**config.mk**
```make
export PLATFORM = sky130hd
export DESIGN_NAME = gpio_fsel_regs
export DESIGN_NICKNAME = d
export VERILOG_FILES = /design/src/rtl/gpio_fsel_pkg.sv /design/src/rtl/gpio_addr_decode.sv /design/src/rtl/gpio_fsel_store.sv /design/src/rtl/gpio_level_latch.sv /design/src/rtl/gpio_fsel_regs.sv
export SDC_FILE = /design/constraint.sdc
export NUM_CORES = 1
export LEC_CHECK = 0
export BUFFER_PORTS_ARGS = -buffer_cell sky130_fd_sc_hd__buf_2
export CAP_MARGIN = 25
export CORE_AREA = 2 2 217 219
export DETAILED_ROUTE_END_ITERATION = 6
export DIE_AREA = 0 0 219 221
export PLACE_DENSITY = 0.72
export SYNTH_ARGS = -nofsm -noshare
export SYNTH_HDL_FRONTEND = slang
export SYNTH_HIERARCHICAL = 1
export SYNTH_SLANG_ARGS = --single-unit
```
**constraint.sdc**
```tcl
create_clock -name clk -period 5.9 [get_ports clk]
set_clock_uncertainty 0.2 [all_clocks]
set_input_delay 1.18 -clock clk [delete_from_list [all_inputs] [get_ports clk]]
set_output_delay 1.18 -clock clk [all_outputs]
set_load 0.01 [all_outputs]
```
**src/rtl/gpio_fsel_pkg.sv**
```systemverilog
package gpio_fsel_pkg;
  // Fixed offsets of the register window (byte addresses).
  localparam int SEL_BASE = 'h00;
  localparam int SET_BASE = 'h1C;
  localparam int CLR_BASE = 'h28;
  localparam int LEV_BASE = 'h34;
  localparam int INERT_LO = 'h40;
  localparam int INERT_HI = 'h9C;

  typedef enum logic [2:0] {
    ACC_BAD   = 3'd0,
    ACC_SEL   = 3'd1,
    ACC_SET   = 3'd2,
    ACC_CLR   = 3'd3,
    ACC_LEV   = 3'd4,
    ACC_INERT = 3'd5
  } acc_kind_e;
endpackage

```
**src/rtl/gpio_addr_decode.sv**
```systemverilog
module gpio_addr_decode
  import gpio_fsel_pkg::*;
#(
  parameter int ADDR_W    = 12,
  parameter int NUM_SEL   = 6,
  parameter int NUM_BANKS = 2
) (
  input  logic [ADDR_W-1:0] addr,
  output acc_kind_e         kind,
  output logic [2:0]        idx
);
  int a;

  always_comb begin
    kind = ACC_BAD;
    idx  = '0;
    a    = 32'(addr);
    if (addr[1:0] == 2'b00) begin
      for (int r = 0; r < NUM_SEL; r++) begin
        if (a == SEL_BASE + 4*r) begin
          kind = ACC_SEL;
          idx  = 3'(r);
        end
      end
      for (int b = 0; b < NUM_BANKS; b++) begin
        if (a == SET_BASE + 4*b) begin
          kind = ACC_SET;
          idx  = 3'(b);
        end
        if (a == CLR_BASE + 4*b) begin
          kind = ACC_CLR;
          idx  = 3'(b);
        end
        if (a == LEV_BASE + 4*b) begin
          kind = ACC_LEV;
          idx  = 3'(b);
        end
      end
      if (a >= INERT_LO && a <= INERT_HI) kind = ACC_INERT;
    end
  end
endmodule

```
**src/rtl/gpio_fsel_store.sv**
```systemverilog
module gpio_fsel_store #(
  parameter int NUM_PINS = 54,
  parameter int CODE_W   = 3,
  parameter int PER_WORD = 10,
  parameter int DATA_W   = 32,
  parameter int OUT_CODE = 1
) (
  input  logic                       clk,
  input  logic                       rst_n,
  input  logic                       wr_stb,
  input  logic [2:0]                 idx,
  input  logic [DATA_W-1:0]          wr_word,
  output logic [DATA_W-1:0]          rd_word,
  output logic [NUM_PINS-1:0]        is_out,
  output logic [NUM_PINS*CODE_W-1:0] codes_flat
);
  logic [NUM_PINS-1:0][CODE_W-1:0] code_q;

  always_ff @(posedge clk) begin
    if (!rst_n) begin
      code_q <= '0;
    end else begin
      for (int p = 0; p < NUM_PINS; p++) begin
        if (wr_stb && idx == 3'(p / PER_WORD))
          code_q[p] <= wr_word[CODE_W*(p % PER_WORD) +: CODE_W];
      end
    end
  end

  always_comb begin
    rd_word = '0;
    for (int i = 0; i < PER_WORD; i++) begin
      if (int'(idx) * PER_WORD + i < NUM_PINS)
        rd_word[CODE_W*i +: CODE_W] = code_q[int'(idx) * PER_WORD + i];
    end
  end

  for (genvar p = 0; p < NUM_PINS; p++) begin : g_pin
    assign is_out[p] = (code_q[p] == CODE_W'(OUT_CODE));
    assign codes_flat[CODE_W*p +: CODE_W] = code_q[p];
  end


  func_hold_chk: assert property (@(posedge clk) disable iff (!rst_n)
    !wr_stb |=> $stable(codes_flat));
endmodule

```
**src/rtl/gpio_level_latch.sv**
```systemverilog
module gpio_level_latch #(
  parameter int NUM_PINS = 54,
  parameter int DATA_W   = 32
) (
  input  logic                clk,
  input  logic                rst_n,
  input  logic                set_stb,
  input  logic                clr_stb,
  input  logic [2:0]          idx,
  input  logic [DATA_W-1:0]   wr_word,
  input  logic [NUM_PINS-1:0] is_out,
  output logic [DATA_W-1:0]   rd_word,
  output logic [NUM_PINS-1:0] level,
  output logic [NUM_PINS-1:0] pin_out
);
  logic [NUM_PINS-1:0] lev_q, out_q, set_m, clr_m, lev_nxt;

  always_comb begin
    set_m = '0;
    clr_m = '0;
    for (int p = 0; p < NUM_PINS; p++) begin
      if (idx == 3'(p / DATA_W) && wr_word[p % DATA_W]) begin
        set_m[p] = set_stb;
        clr_m[p] = clr_stb;
      end
    end
    lev_nxt = (lev_q | set_m) & ~clr_m;
  end

  always_ff @(posedge clk) begin
    if (!rst_n) begin
      lev_q <= '0;
      out_q <= '0;
    end else begin
      lev_q <= lev_nxt;
      for (int p = 0; p < NUM_PINS; p++) begin
        if (is_out[p] && lev_nxt[p] != lev_q[p]) out_q[p] <= lev_nxt[p];
      end
    end
  end

  always_comb begin
    rd_word = '0;
    for (int o = 0; o < DATA_W; o++) begin
      if (int'(idx) * DATA_W + o < NUM_PINS)
        rd_word[o] = lev_q[int'(idx) * DATA_W + o];
    end
  end

  assign level   = lev_q;
  assign pin_out = out_q;

  for (genvar p = 0; p < NUM_PINS; p++) begin : g_chk

    out_mode_chk: assert property (@(posedge clk) disable iff (!rst_n)
      (out_q[p] != $past(out_q[p])) |-> $past(is_out[p]));

    out_follow_chk: assert property (@(posedge clk) disable iff (!rst_n)
      (out_q[p] != $past(out_q[p])) |-> (out_q[p] == lev_q[p]));
  end
endmodule

```
**src/rtl/gpio_fsel_regs.sv**
```systemverilog
module gpio_fsel_regs
  import gpio_fsel_pkg::*;
#(
  parameter int NUM_PINS = 54,
  parameter int CODE_W   = 3,
  parameter int PER_WORD = 10,
  parameter int DATA_W   = 32,
  parameter int ADDR_W   = 12,
  parameter int OUT_CODE = 1
) (
  input  logic                       clk,
  input  logic                       rst_n,
  input  logic                       wr_en,
  input  logic                       rd_en,
  input  logic [ADDR_W-1:0]          addr,
  input  logic [DATA_W-1:0]          wr_data,
  output logic [DATA_W-1:0]          rd_data,
  output logic                       rd_valid,
  output logic                       bad_addr,
  output logic [NUM_PINS-1:0]        pin_out,
  output logic [NUM_PINS*CODE_W-1:0] pin_func
);
  localparam int NUM_SEL   = (NUM_PINS + PER_WORD - 1) / PER_WORD;
  localparam int NUM_BANKS = (NUM_PINS + DATA_W - 1) / DATA_W;

  acc_kind_e           kind;
  logic [2:0]          idx;
  logic [DATA_W-1:0]   sel_word, lev_word, rd_q;
  logic [NUM_PINS-1:0] is_out, level;
  logic                valid_q, bad_q;

  gpio_addr_decode #(.ADDR_W(ADDR_W), .NUM_SEL(NUM_SEL), .NUM_BANKS(NUM_BANKS)) u_dec (
    .addr(addr), .kind(kind), .idx(idx)
  );

  gpio_fsel_store #(
    .NUM_PINS(NUM_PINS), .CODE_W(CODE_W), .PER_WORD(PER_WORD),
    .DATA_W(DATA_W), .OUT_CODE(OUT_CODE)
  ) u_sel (
    .clk(clk), .rst_n(rst_n), .wr_stb(wr_en && kind == ACC_SEL), .idx(idx),
    .wr_word(wr_data), .rd_word(sel_word), .is_out(is_out), .codes_flat(pin_func)
  );

  gpio_level_latch #(.NUM_PINS(NUM_PINS), .DATA_W(DATA_W)) u_lev (
    .clk(clk), .rst_n(rst_n),
    .set_stb(wr_en && kind == ACC_SET), .clr_stb(wr_en && kind == ACC_CLR),
    .idx(idx), .wr_word(wr_data), .is_out(is_out), .rd_word(lev_word),
    .level(level), .pin_out(pin_out)
  );

  always_ff @(posedge clk) begin
    if (!rst_n) begin
      rd_q    <= '0;
      valid_q <= 1'b0;
      bad_q   <= 1'b0;
    end else begin
      valid_q <= rd_en;
      bad_q   <= (rd_en || wr_en) && kind == ACC_BAD;
      if (rd_en) begin
        case (kind)
          ACC_SEL: rd_q <= sel_word;
          ACC_LEV: rd_q <= lev_word;
          default: rd_q <= '0;
        endcase
      end
    end
  end

  assign rd_data  = rd_q;
  assign rd_valid = valid_q;
  assign bad_addr = bad_q;


  lev_ro_chk: assert property (@(posedge clk) disable iff (!rst_n)
    (wr_en && kind == ACC_LEV) |=> (level == $past(level)));

  bad_src_chk: assert property (@(posedge clk) disable iff (!rst_n)
    bad_addr |-> $past(rd_en || wr_en));

  sel_pad_chk: assert property (@(posedge clk) disable iff (!rst_n)
    (rd_valid && $past(kind == ACC_SEL)) |-> (rd_data[DATA_W-1:CODE_W*PER_WORD] == '0));

  inert_zero_chk: assert property (@(posedge clk) disable iff (!rst_n)
    (rd_valid && $past(kind == ACC_INERT)) |-> (rd_data == '0 && !bad_addr));
endmodule

```
==> results.sh <==
export IMPL_gr_total_overflow=0
export IMPL_cp_arrival_ns=5.34
export IMPL_ctsHoldBuffers=0
export IMPL_fin_area_mm2=0.0235
export IMPL_dp_cells=2943
export IMPL_total_power_mw=4.63
export IMPL_clock_sinks=304
export IMPL_antenna_found_initial=7
export IMPL_peakVddDrop_mv=0.160
export IMPL_port_buffer_count=297
export IMPL_synth_top_cell_by_area="dfxtp_1"
export IMPL_hold_start="u_lev/pin_out[31]"
export IMPL_gp_congestion=1.04
export IMPL_syn_inst=2182
export IMPL_multiInputGateArea_mm2=0.0133
export IMPL_io_pins=298
export IMPL_fin_crit_ns=5.04
export IMPL_final_nets=2437
export IMPL_post_route_util_pct=51.0
export IMPL_post_cts_resized=0
export IMPL_p_leak_nw=7.99
export IMPL_clock_fmax_mhz=198
export IMPL_synth_area_leaders="dfxtp_1 (30%), mux4_2 (16%), nand2_1 (8.3%), a21boi_0 (6.0%), a2111oi_2 (3.0%)"
export IMPL_start_util_pct=44.4
export IMPL_rsz0062_at_grt="false"
export IMPL_whs_ns=0.290
export IMPL_critPathSlowestCell="or4bb_1"
export IMPL_hold_class="flip-flop to flip-flop"
export IMPL_grt_total_usage_pct=41.5
export IMPL_firstDrtPassIters=6
export IMPL_synth_top_area_share_pct=29.8
export IMPL_r2r_start="u_sel/codes_flat[58]"
export IMPL_pre_cts_slack_ns=0.337
export IMPL_cts_made_buffers=36
export IMPL_synth_top_flop_cell="dfxtp_1"
export IMPL_worstPathRequired_ns=6.20
export IMPL_crit_start="addr[1]"
export IMPL_final_setup_worst_slack_ns=0.857
export IMPL_grt_use_met1_pct=55.0
export IMPL_synthTopCellsByCount="nand2_1 (453), dfxtp_1 (304), a21boi_0 (163)"
export IMPL_tightest_slew_ns=1.17
export IMPL_cts_path_max_buffers=3
export IMPL_outcome="finished clean"
export IMPL_ctsHtreeMaxLevel=2
export IMPL_vias=20996
export IMPL_rows=79
export IMPL_hold_viol_final=0
export IMPL_drt_iter0_markers=3581
export IMPL_grt_use_met3_pct=9.29
export IMPL_drc_errors=0
export IMPL_met2_usage_pct=59.0
export IMPL_ys_async_sr_fraction_pct=0
export IMPL_worstSetupEndpointType="flip-flop"
export IMPL_dieArea_mm2=0.0484
export IMPL_fin_crit_sh_pct=85.5
export IMPL_finalMaxSlewViolations=0
export IMPL_post_cts_repair_setup_buffers=0
export IMPL_avgRoutedWirePerCell_um=34.3
export IMPL_synth_seq_area_share_pct=29.8
export IMPL_cap_violations=0
export IMPL_regArea_mm2=0.00609
export IMPL_setup_viol=0
export IMPL_yosys_warnings=6
export IMPL_grt_pass1_wl_mm=144
export IMPL_cp_cell_sequence="buf_2 -> nor4_4 -> nand3_2 -> a21oi_4 -> ha_1 -> xor2_4 -> buf_4 -> inv_2 -> xnor2_2 -> buf_4 -> nor2_1 -> nand4_1 -> a31oi_1 -> or4bb_1 -> a31oi_1"
export IMPL_cp_max_fo=23
export IMPL_area_growth_pct=14.9
export IMPL_final_cells=3011
export IMPL_fillers=4328
export IMPL_synth_avg_cell_area_um2=9.37
export IMPL_worstSetupStartpointType="input port"
export IMPL_cts_root_buf="clkbuf_16"
export IMPL_synthDistinctLibCells=81
export IMPL_setup_tns_ns=0
export IMPL_grt_max_degree=104
export IMPL_yosysMostFrequentCell="nand2_1"
export IMPL_fp_dieW_um=219
export IMPL_ys_ff_latch=304
export IMPL_syn_cell_area_mm2=0.0204
export IMPL_grt_busiest_layer="met2"
export IMPL_pwr_density_cell_mw_per_mm2=197
export IMPL_max_stage_delay_ns=0.50
export IMPL_core_mm2=0.0461
export IMPL_dpl_cell_area_mm2=0.0223
export IMPL_relSlewSlack_pct=21.7
export IMPL_synth_edff_count=0
export IMPL_cts_tree="done"
export IMPL_ant_nets=0
export IMPL_viasPerCell=6.97
export IMPL_die_h_um=221
export IMPL_dp_hpwl_mm=73.0
export IMPL_critPathKind="input port to flip-flop"
export IMPL_routed_wirelength_mm=103
export IMPL_drive_gt1_share_pct=26.9
export IMPL_clkSlewWorstSetupHoldPaths_ns=0.06
export IMPL_insertion_delay_ns=0.58
export IMPL_grt_pass1_vias=18794
critical path: cells and delay by family:
| family | cells | cell delay, ns |
|---|---|---|
| AND/OR/NAND/NOR | 5 | 1.75 |
| buffers and inverters | 4 | 0.89 |
| AO/OA/AOI/OAI | 3 | 0.79 |
| XOR/XNOR | 2 | 0.37 |
| adder cells (fa/ha/maj) | 1 | 0.36 |
routing by layer:
layer  wire length [um]  share of wire, %  vias up
met1              38500                37    10301
met3              12600                12      306
met4               9000               8.7        6
met5                 43             0.042        -
met2              43300                42     1713
li1                   -                 -     8670
path summary, 6_finish.rpt:
kind | end | slack (ns) | cells after the start
setup / recovery | rd_data[21] | 0.86 | 15
hold / removal | u_lev/pin_out[31] | 0.29 | 2
setup reg to reg | rd_data[4] | 3.27 | 6
hold reg to reg | u_lev/pin_out[31] | 0.29 | 2
report_power, final:
group | internal [mW] | switching (mW)
clock network | 1.32 | 0.991
registers | 2.06 | 0.0149
logic | 0.0550 | 0.178
cells in the final DEF, fill, tap and decap left out, drive strengths merged, types with 6 or more instances in the layout:
| master | instances |
|---|---|
| a21oi | 101 |
| o21ai | 73 |
| inv | 49 |
| nor3 | 20 |
| ha | 13 |
| a2111oi | 45 |
| nand4 | 9 |
| a31oi | 43 |
| buf | 356 |
| a41oi | 47 |
| and2 | 16 |
| o221ai | 7 |
| a221oi | 6 |
| and3 | 16 |
| nand3 | 26 |
| mux2 | 14 |
| xnor2 | 9 |
| and4 | 31 |
| a311oi | 10 |
| a211oi | 67 |
| nor2 | 29 |
| nor2b | 36 |
| clkbuf | 50 |
| clkinv | 6 |
| o22ai | 6 |
| mux4 | 151 |
| a21boi | 163 |
| nor3b | 57 |
| or4bb | 37 |
| nand4bb | 27 |
| mux2i | 40 |
| dfxtp | 304 |
| nand2 | 453 |
| a22o | 22 |
sequential cells by signal (all words and copies together) (netlist names):
signal / cells
rd_data: 32
u_sel/codes_flat: 162
rd_valid: 1
u_lev/level: 54
u_lev/pin_out: 54
bad_addr: 1
final cells by class:
type | count | area share, %
antenna | 4 | 0.0426
clock buffer | 49 | 4.22
clock inverter | 14 | 0.826
inverter | 47 | 0.762
multi-input combinational | 1629 | 56.5
sequential | 304 | 25.9
tap | 607 | 3.23
timing repair buffer | 357 | 8.46
cells by family (layout without fill, tap and decap cells):
logic type	Yosys count	count (layout)	share of synthesized area (%)
AO/OA/AOI/OAI	618	618	22.6
XOR/XNOR	14	14	0.857
adder cells (fa/ha/maj)	14	14	0.894
buffers and inverters	250	467	5.96
flip-flops	304	304	29.8
multiplexers	205	205	19.5
other	1	6	0.0183
AND/OR/NAND/NOR	776	776	20.4
No activity file was read; power rests on OpenSTA's default activity.
